**src/rtl/cmdq_pkg.sv**
```systemverilog
package cmdq_pkg;

    localparam int unsigned PTR_W      = 32;
    localparam int unsigned HALF_W     = PTR_W / 2;
    localparam int unsigned LINE_BYTES = 32;
    localparam int unsigned REG_AW     = 5;
    localparam int unsigned CTRL_W     = 6;

    localparam logic [HALF_W-1:0] ALIGN_MASK = ~HALF_W'(LINE_BYTES - 1);

    // Halfword register indices
    localparam logic [REG_AW-1:0] RA_CTRL    = 5'd0;
    localparam logic [REG_AW-1:0] RA_STAT    = 5'd1;
    localparam logic [REG_AW-1:0] RA_CLR     = 5'd2;
    localparam logic [REG_AW-1:0] RA_SW_BASE = 5'd3;   // base, last, hi mark, lo mark, breakpoint
    localparam logic [REG_AW-1:0] RA_HW_BASE = 5'd13;  // distance, producer, consumer

    localparam int unsigned NUM_SW = 5;
    localparam int unsigned NUM_HW = 3;

    localparam int unsigned HW_DIST = 0;
    localparam int unsigned HW_WPTR = 1;
    localparam int unsigned HW_RPTR = 2;

    typedef struct packed {
        logic bp_ie;
        logic link_en;
        logic unf_ie;
        logic ovf_ie;
        logic bp_en;
        logic fetch_en;
    } ctrl_t;

    typedef enum logic [1:0] {
        FS_IDLE = 2'd0,
        FS_REQ  = 2'd1,
        FS_HALT = 2'd2
    } fetch_state_e;

endpackage

```
**src/rtl/cmdq_regs.sv**
```systemverilog
module cmdq_regs
    import cmdq_pkg::*;
(
    input  logic                clk,
    input  logic                rst_n,
    input  logic                reg_we,
    input  logic [REG_AW-1:0]   reg_addr,
    input  logic [HALF_W-1:0]   reg_wdata,
    output ctrl_t               ctrl,
    output logic [PTR_W-1:0]    base_q,
    output logic [PTR_W-1:0]    last_q,
    output logic [PTR_W-1:0]    hiwm_q,
    output logic [PTR_W-1:0]    lowm_q,
    output logic [PTR_W-1:0]    bkpt_q,
    output logic [HALF_W-1:0]   wdata_al,
    output logic [NUM_HW-1:0]   hw_wr_lo,
    output logic [NUM_HW-1:0]   hw_wr_hi,
    output logic                clr_ovf,
    output logic                clr_unf
);

    // Software-only 32-bit registers, each split into two halfwords
    for (genvar gi = 0; gi < NUM_SW; gi++) begin : g_sw
        localparam logic [REG_AW-1:0] LO_A = RA_SW_BASE + REG_AW'(2 * gi);
        localparam logic [REG_AW-1:0] HI_A = LO_A + REG_AW'(1);
        // the two watermarks keep their low bits
        localparam bit MASK_LO = (gi != 2) && (gi != 3);

        logic [PTR_W-1:0] q_r;

        always_ff @(posedge clk) begin
            if (!rst_n) begin
                q_r <= '0;
            end else if (reg_we) begin
                if (reg_addr == LO_A) begin
                    q_r[HALF_W-1:0] <= MASK_LO ? (reg_wdata & ALIGN_MASK) : reg_wdata;
                end
                if (reg_addr == HI_A) begin
                    q_r[PTR_W-1:HALF_W] <= reg_wdata;
                end
            end
        end
    end

    assign base_q = g_sw[0].q_r;
    assign last_q = g_sw[1].q_r;
    assign hiwm_q = g_sw[2].q_r;
    assign lowm_q = g_sw[3].q_r;
    assign bkpt_q = g_sw[4].q_r;

    // Write strobes for registers that hardware also updates
    for (genvar gj = 0; gj < NUM_HW; gj++) begin : g_hw
        localparam logic [REG_AW-1:0] LO_A = RA_HW_BASE + REG_AW'(2 * gj);
        localparam logic [REG_AW-1:0] HI_A = LO_A + REG_AW'(1);
        assign hw_wr_lo[gj] = reg_we && (reg_addr == LO_A);
        assign hw_wr_hi[gj] = reg_we && (reg_addr == HI_A);
    end

    assign wdata_al = reg_wdata & ALIGN_MASK;

    always_ff @(posedge clk) begin
        if (!rst_n) begin
            ctrl <= '0;
        end else if (reg_we && reg_addr == RA_CTRL) begin
            ctrl <= ctrl_t'(reg_wdata[CTRL_W-1:0]);
        end
    end

    assign clr_ovf = reg_we && (reg_addr == RA_CLR) && reg_wdata[0];
    assign clr_unf = reg_we && (reg_addr == RA_CLR) && reg_wdata[1];

endmodule

```
**src/rtl/cmdq_ptr.sv**
```systemverilog
module cmdq_ptr #(
    parameter int unsigned PTR_W  = 32,
    parameter int unsigned HALF_W = 16,
    parameter int unsigned STEP   = 32
) (
    input  logic               clk,
    input  logic               rst_n,
    input  logic               advance,
    input  logic [PTR_W-1:0]   base,
    input  logic [PTR_W-1:0]   last,
    input  logic               wr_lo,
    input  logic               wr_hi,
    input  logic [HALF_W-1:0]  wdata_lo,
    input  logic [HALF_W-1:0]  wdata_hi,
    output logic [PTR_W-1:0]   ptr_q,
    output logic [PTR_W-1:0]   ptr_d
);

    always_comb begin
        ptr_d = ptr_q;
        if (wr_lo || wr_hi) begin
            if (wr_lo) ptr_d[HALF_W-1:0]     = wdata_lo;
            if (wr_hi) ptr_d[PTR_W-1:HALF_W] = wdata_hi;
        end else if (advance) begin
            ptr_d = (ptr_q == last) ? base : ptr_q + PTR_W'(STEP);
        end
    end

    always_ff @(posedge clk) begin
        if (!rst_n) ptr_q <= '0;
        else        ptr_q <= ptr_d;
    end

endmodule

```
**src/rtl/cmdq_status.sv**
```systemverilog
module cmdq_status #(
    parameter int unsigned PTR_W  = 32,
    parameter int unsigned HALF_W = 16,
    parameter int unsigned STEP   = 32
) (
    input  logic               clk,
    input  logic               rst_n,
    input  logic               inc,
    input  logic               dec,
    input  logic               wr_lo,
    input  logic               wr_hi,
    input  logic [HALF_W-1:0]  wdata_lo,
    input  logic [HALF_W-1:0]  wdata_hi,
    input  logic [PTR_W-1:0]   hiwm,
    input  logic [PTR_W-1:0]   lowm,
    input  logic               clr_ovf,
    input  logic               clr_unf,
    input  logic               bp_en,
    input  logic [PTR_W-1:0]   rptr_d,
    input  logic [PTR_W-1:0]   bkpt,
    output logic [PTR_W-1:0]   dist_q,
    output logic               ovf_q,
    output logic               unf_q,
    output logic               bp_q
);

    logic [PTR_W-1:0] dist_d;
    logic             ovf_d;
    logic             unf_d;
    logic             bp_d;

    always_comb begin
        dist_d = dist_q;
        if (wr_lo || wr_hi) begin
            if (wr_lo) dist_d[HALF_W-1:0]     = wdata_lo;
            if (wr_hi) dist_d[PTR_W-1:HALF_W] = wdata_hi;
        end else begin
            unique case ({inc, dec})
                2'b10:   dist_d = dist_q + PTR_W'(STEP);
                2'b01:   dist_d = dist_q - PTR_W'(STEP);
                default: dist_d = dist_q;
            endcase
        end
    end

    always_comb begin
        ovf_d = (ovf_q && !clr_ovf) || (dist_d > hiwm);
        unf_d = (unf_q && !clr_unf) || (dist_d < lowm);
        bp_d  = bp_en && (bp_q || (rptr_d == bkpt));
    end

    always_ff @(posedge clk) begin
        if (!rst_n) begin
            dist_q <= '0;
            ovf_q  <= 1'b0;
            unf_q  <= 1'b0;
            bp_q   <= 1'b0;
        end else begin
            dist_q <= dist_d;
            ovf_q  <= ovf_d;
            unf_q  <= unf_d;
            bp_q   <= bp_d;
        end
    end

endmodule

```
**src/rtl/cmdq_fetch_fsm.sv**
```systemverilog
module cmdq_fetch_fsm
    import cmdq_pkg::*;
(
    input  logic clk,
    input  logic rst_n,
    input  logic fetch_en,
    input  logic ptrs_differ,
    input  logic bp_hit,
    input  logic fetch_gnt,
    output logic fetch_req,
    output logic line_done
);

    fetch_state_e state_q;
    fetch_state_e state_d;
    logic         can_fetch;

    assign can_fetch = fetch_en && ptrs_differ && !bp_hit;

    always_comb begin
        state_d = state_q;
        unique case (state_q)
            FS_IDLE: begin
                if (fetch_en && ptrs_differ && bp_hit) state_d = FS_HALT;
                else if (can_fetch)                   state_d = FS_REQ;
            end
            FS_REQ: begin
                if (!can_fetch || fetch_gnt) state_d = FS_IDLE;
            end
            FS_HALT: begin
                if (!bp_hit) state_d = FS_IDLE;
            end
            default: state_d = FS_IDLE;
        endcase
    end

    always_ff @(posedge clk) begin
        if (!rst_n) state_q <= FS_IDLE;
        else        state_q <= state_d;
    end

    always_comb begin
        fetch_req = (state_q == FS_REQ) && can_fetch;
        line_done = fetch_req && fetch_gnt;
    end

endmodule

```
**src/rtl/cmdq_ctrl.sv**
```systemverilog
module cmdq_ctrl
    import cmdq_pkg::*;
(
    input  logic                clk,
    input  logic                rst_n,
    input  logic                reg_we,
    input  logic [REG_AW-1:0]   reg_addr,
    input  logic [HALF_W-1:0]   reg_wdata,
    output logic [HALF_W-1:0]   reg_rdata,
    input  logic                burst_in,
    output logic                fetch_req,
    input  logic                fetch_gnt,
    output logic [PTR_W-1:0]    fetch_addr,
    output logic                irq
);

    ctrl_t              ctrl;
    logic [PTR_W-1:0]   base_q, last_q, hiwm_q, lowm_q, bkpt_q;
    logic [HALF_W-1:0]  wdata_al;
    logic [NUM_HW-1:0]  hw_wr_lo, hw_wr_hi;
    logic               clr_ovf, clr_unf;
    logic [PTR_W-1:0]   wptr_q, wptr_d, rptr_q, rptr_d, dist_q;
    logic               ovf_q, unf_q, bp_q;
    logic               burst_ok, line_done, bp_hit;

    cmdq_regs u_regs (
        .clk      (clk),
        .rst_n    (rst_n),
        .reg_we   (reg_we),
        .reg_addr (reg_addr),
        .reg_wdata(reg_wdata),
        .ctrl     (ctrl),
        .base_q   (base_q),
        .last_q   (last_q),
        .hiwm_q   (hiwm_q),
        .lowm_q   (lowm_q),
        .bkpt_q   (bkpt_q),
        .wdata_al (wdata_al),
        .hw_wr_lo (hw_wr_lo),
        .hw_wr_hi (hw_wr_hi),
        .clr_ovf  (clr_ovf),
        .clr_unf  (clr_unf)
    );

    assign burst_ok = burst_in && ctrl.link_en;
    assign bp_hit   = ctrl.bp_en && (rptr_q == bkpt_q);

    cmdq_ptr #(.PTR_W(PTR_W), .HALF_W(HALF_W), .STEP(LINE_BYTES)) u_wptr (
        .clk     (clk),
        .rst_n   (rst_n),
        .advance (burst_ok),
        .base    (base_q),
        .last    (last_q),
        .wr_lo   (hw_wr_lo[HW_WPTR]),
        .wr_hi   (hw_wr_hi[HW_WPTR]),
        .wdata_lo(wdata_al),
        .wdata_hi(reg_wdata),
        .ptr_q   (wptr_q),
        .ptr_d   (wptr_d)
    );

    cmdq_ptr #(.PTR_W(PTR_W), .HALF_W(HALF_W), .STEP(LINE_BYTES)) u_rptr (
        .clk     (clk),
        .rst_n   (rst_n),
        .advance (line_done),
        .base    (base_q),
        .last    (last_q),
        .wr_lo   (hw_wr_lo[HW_RPTR]),
        .wr_hi   (hw_wr_hi[HW_RPTR]),
        .wdata_lo(wdata_al),
        .wdata_hi(reg_wdata),
        .ptr_q   (rptr_q),
        .ptr_d   (rptr_d)
    );

    cmdq_status #(.PTR_W(PTR_W), .HALF_W(HALF_W), .STEP(LINE_BYTES)) u_status (
        .clk     (clk),
        .rst_n   (rst_n),
        .inc     (burst_ok),
        .dec     (line_done),
        .wr_lo   (hw_wr_lo[HW_DIST]),
        .wr_hi   (hw_wr_hi[HW_DIST]),
        .wdata_lo(wdata_al),
        .wdata_hi(reg_wdata),
        .hiwm    (hiwm_q),
        .lowm    (lowm_q),
        .clr_ovf (clr_ovf),
        .clr_unf (clr_unf),
        .bp_en   (ctrl.bp_en),
        .rptr_d  (rptr_d),
        .bkpt    (bkpt_q),
        .dist_q  (dist_q),
        .ovf_q   (ovf_q),
        .unf_q   (unf_q),
        .bp_q    (bp_q)
    );

    cmdq_fetch_fsm u_fetch (
        .clk        (clk),
        .rst_n      (rst_n),
        .fetch_en   (ctrl.fetch_en),
        .ptrs_differ(rptr_q != wptr_q),
        .bp_hit     (bp_hit),
        .fetch_gnt  (fetch_gnt),
        .fetch_req  (fetch_req),
        .line_done  (line_done)
    );

    assign fetch_addr = rptr_q;

    assign irq = (bp_q && ctrl.bp_ie) || (ovf_q && ctrl.ovf_ie) || (unf_q && ctrl.unf_ie);

    always_comb begin
        unique case (reg_addr)
            5'd0:    reg_rdata = HALF_W'(ctrl);
            5'd1:    reg_rdata = HALF_W'({bp_q, 1'b1, (rptr_q == wptr_q), unf_q, ovf_q});
            5'd3:    reg_rdata = base_q[HALF_W-1:0];
            5'd4:    reg_rdata = base_q[PTR_W-1:HALF_W];
            5'd5:    reg_rdata = last_q[HALF_W-1:0];
            5'd6:    reg_rdata = last_q[PTR_W-1:HALF_W];
            5'd7:    reg_rdata = hiwm_q[HALF_W-1:0];
            5'd8:    reg_rdata = hiwm_q[PTR_W-1:HALF_W];
            5'd9:    reg_rdata = lowm_q[HALF_W-1:0];
            5'd10:   reg_rdata = lowm_q[PTR_W-1:HALF_W];
            5'd11:   reg_rdata = bkpt_q[HALF_W-1:0];
            5'd12:   reg_rdata = bkpt_q[PTR_W-1:HALF_W];
            5'd13:   reg_rdata = dist_q[HALF_W-1:0];
            5'd14:   reg_rdata = dist_q[PTR_W-1:HALF_W];
            5'd15:   reg_rdata = wptr_q[HALF_W-1:0];
            5'd16:   reg_rdata = wptr_q[PTR_W-1:HALF_W];
            5'd17:   reg_rdata = rptr_q[HALF_W-1:0];
            5'd18:   reg_rdata = rptr_q[PTR_W-1:HALF_W];
            default: reg_rdata = '0;
        endcase
    end

endmodule

```
**config.mk**
```make
export PLATFORM = sky130hd
export DESIGN_NAME = cmdq_ctrl
export DESIGN_NICKNAME = d
export VERILOG_FILES = /design/src/rtl/cmdq_pkg.sv /design/src/rtl/cmdq_regs.sv /design/src/rtl/cmdq_ptr.sv /design/src/rtl/cmdq_status.sv /design/src/rtl/cmdq_fetch_fsm.sv /design/src/rtl/cmdq_ctrl.sv
export SDC_FILE = /design/constraint.sdc
export NUM_CORES = 1
export LEC_CHECK = 0
export ABC_AREA = 1
export CELL_PAD_IN_SITES_DETAIL_PLACEMENT = 1
export CELL_PAD_IN_SITES_GLOBAL_PLACEMENT = 2
export CORE_MARGIN = 4
export CORE_UTILIZATION = 34
export CTS_CLUSTER_DIAMETER = 150
export CTS_CLUSTER_SIZE = 25
export DETAILED_ROUTE_END_ITERATION = 16
export DONT_BUFFER_PORTS = 1
export GPL_TIMING_DRIVEN = 1
export PLACE_DENSITY = 0.83
export SYNTH_ARGS = -nofsm -noshare
export SYNTH_HDL_FRONTEND = slang
export SYNTH_HIERARCHICAL = 1
export SYNTH_SLANG_ARGS = --single-unit
export TNS_END_PERCENT = 10
```
**constraint.sdc**
```tcl
create_clock -name clk -period 4.9 [get_ports clk]
set_input_delay 0.49 -clock clk [delete_from_list [all_inputs] [get_ports clk]]
set_output_delay 0.49 -clock clk [all_outputs]
set_load 0.03 [all_outputs]
```
==> results.json <==
{
  "drc": 0,
  "clock_sinks": 252,
  "fmax_mhz": 217,
  "grt_overflow": 0,
  "synth.cell_area_um2": 23200,
  "vias_per_cell": 5.46,
  "total_power_uw": 4350,
  "initial_core_util_pct": 34.4,
  "crit_type": "flip-flop to flip-flop",
  "cp_slowest_stage_delay_ns": 0.40,
  "grt_use_total_pct": 35.1,
  "vias": 27900,
  "drive_gt1_share_pct": 10.7,
  "setup_violations": 0,
  "drtIter0Drc": 3124,
  "grt_pass1_wl_mm": 189,
  "die_x_um": 269,
  "cp.required_ns": 5.39,
  "hp-class": "primary input to flip-flop",
  "holdBufCountCts": 0,
  "avgSynthCellArea_um2": 5.57,
  "grt_start_max_net_pins": 160,
  "setup_slack_ns": 0.302,
  "ant_nets": 0,
  "firstDrtPassIters": 5,
  "stdcell_area_um2": 25800,
  "place_congestion": 1.04,
  "antenna_found_initial": 5,
  "dpl-instance-area_um2": 25000,
  "dp.cells": 5082,
  "io_pins": 76,
  "place_ws_ns": -0.152,
  "ir_drop_mv": 0.174,
  "syn_inst": 4160,
  "clockBufferDepth": 3,
  "hpwl_mm": 103,
  "routedWlPerCell_um": 26.2,
  "syn_to_final_growth_pct": 11.2,
  "cpMostUsedCell": "nand2_1",
  "cts-root-buf": "clkbuf_16",
  "status": "complete, no violations",
  "clk_latency_ns": 0.56,
  "end_kind": "flip-flop",
  "slowest_stage": "dfxtp_4",
  "final_nets": 4322,
  "slew_headroom_pct": 25.4,
  "critPathArrivalTime_ns": 5.09,
  "grt_pass1_vias": 26300,
  "post-route-period-util_pct": 93.8,
  "worstMarginPinSlew_ns": 1.12,
  "cts-buffers-inserted": 14,
  "fin_cells": 5107,
  "crit_fanout": 5,
  "wirelength_mm": 134,
  "maxCapViolCount": 0,
  "yosys_warnings": 6,
  "setup_tns_ns": 0,
  "htree_levels": 1,
  "cp-start-kind": "flip-flop",
  "fp.dieH_um": 269,
  "final_max_slew_viol_count": 0,
  "cts_tree": "yes",
  "core_region_area_um2": 67400,
  "power_density_nw_per_um2": 169,
  "layout_min_cycle_time_ns": 4.60,
  "hold_viol_final": 0,
  "clkTransAtPathRegs_ns": 0.13,
  "power.leakage_uw": 0.0125,
  "num_rows": 95,
  "io_buffers": 0,
  "clock-skew-final_ns": 0.0351,
  "die-area_um2": 72400
}
-- metal layers --
metal	track usage (%)	vias up	wire, um
li1	-	12900	-
met1	50.1	13600	59200
met2	52.1	1251	55100
met3	8.58	189	14300
met4	10.6	6	4900
met5	0	-	40
-- worst max-delay path: cells and delay by family, from the launching register on --
family | cells | cell delay (ns)
AND/OR/NAND/NOR | 17 | 1.68
AO/OA/AOI/OAI | 7 | 0.86
buffers and inverters | 5 | 0.62
flip-flops | 1 | 0.40
XOR/XNOR | 2 | 0.32
adder cells (fa/ha/maj) | 3 | 0.65
-- worst paths after layout --
check	cells past startpoint	slack (ns)	start	end
worst max register to register	34	0.30	u_rptr/ptr_q[12]	u_status/ovf_q
worst min register to register	2	0.50	u_status/dist_q[2]	u_status/dist_q[2]
worst max-delay path	34	0.30	u_rptr/ptr_q[12]	u_status/ovf_q
worst min-delay path	2	0.06	rst_n	u_regs/bkpt_q[25]
-- stage by stage --
stage / utilization (%) / hold WS [ns]
6_report: 38.2 / 0.0579
5_1_grt: 38.2 / 0.0600
4_1_cts: 37.8 / 0.0635
3_5_place_dp: 37.1 / 0.485
3_3_place_gp: 37.1 / 0.474
2_1_floorplan: - / 0.441
-- sequential cells by signal, indices dropped and copies added, names as in the netlist --
signal           flops
u_regs/hiwm_q       32
u_status/bp_q        1
u_regs/base_q       27
u_status/dist_q     32
u_status/ovf_q       1
u_status/unf_q       1
u_wptr/ptr_q        32
u_rptr/ptr_q        32
u_fetch/state_q      2
u_regs/bkpt_q       27
u_regs/last_q       27
u_regs/lowm_q       32
u_regs/ctrl          6
-- layout make-up --
class / count / area (um^2)
Fill cell: 9288 / 41600
Inverter: 663 / 2490
Tap cell: 873 / 1090
Clock inverter: 3 / 41.3
Clock buffer: 14 / 350
Antenna cell: 5 / 12.5
Multi-Input combinational cell: 3065 / 14900
Sequential cell: 252 / 5100
Timing Repair Buffer: 232 / 1760
-- where the power goes --
| part | switching (uW) | internal (uW) |
|---|---|---|
| Combinational | 550 | 253 |
| Sequential | 66.3 | 2080 |
| Clock | 860 | 541 |
-- cell usage in the layout, fill, tap and decap left out, types with 20 or more instances in the layout --
cell / instances
xnor2_1: 67
inv_1: 625
buf_4: 230
conb_1: 20
inv_2: 25
nand3_1: 307
nor2_2: 46
dfxtp_1: 216
nor2_1: 495
a21oi_1: 156
xor2_1: 71
ha_1: 67
a31oi_1: 22
nor2_4: 22
nand2_1: 1429
a22oi_1: 32
nand4_1: 63
o21ai_0: 80
nor3_1: 24
o21ai_1: 22
dfxtp_2: 31
-- repair_timing --
item,in CTS,in global routing
pin swaps,0,6
buffers inserted,0,3
endpoints found under the setup margin,2,2
resized for setup,9,109
(Power assumes the default switching activity.)
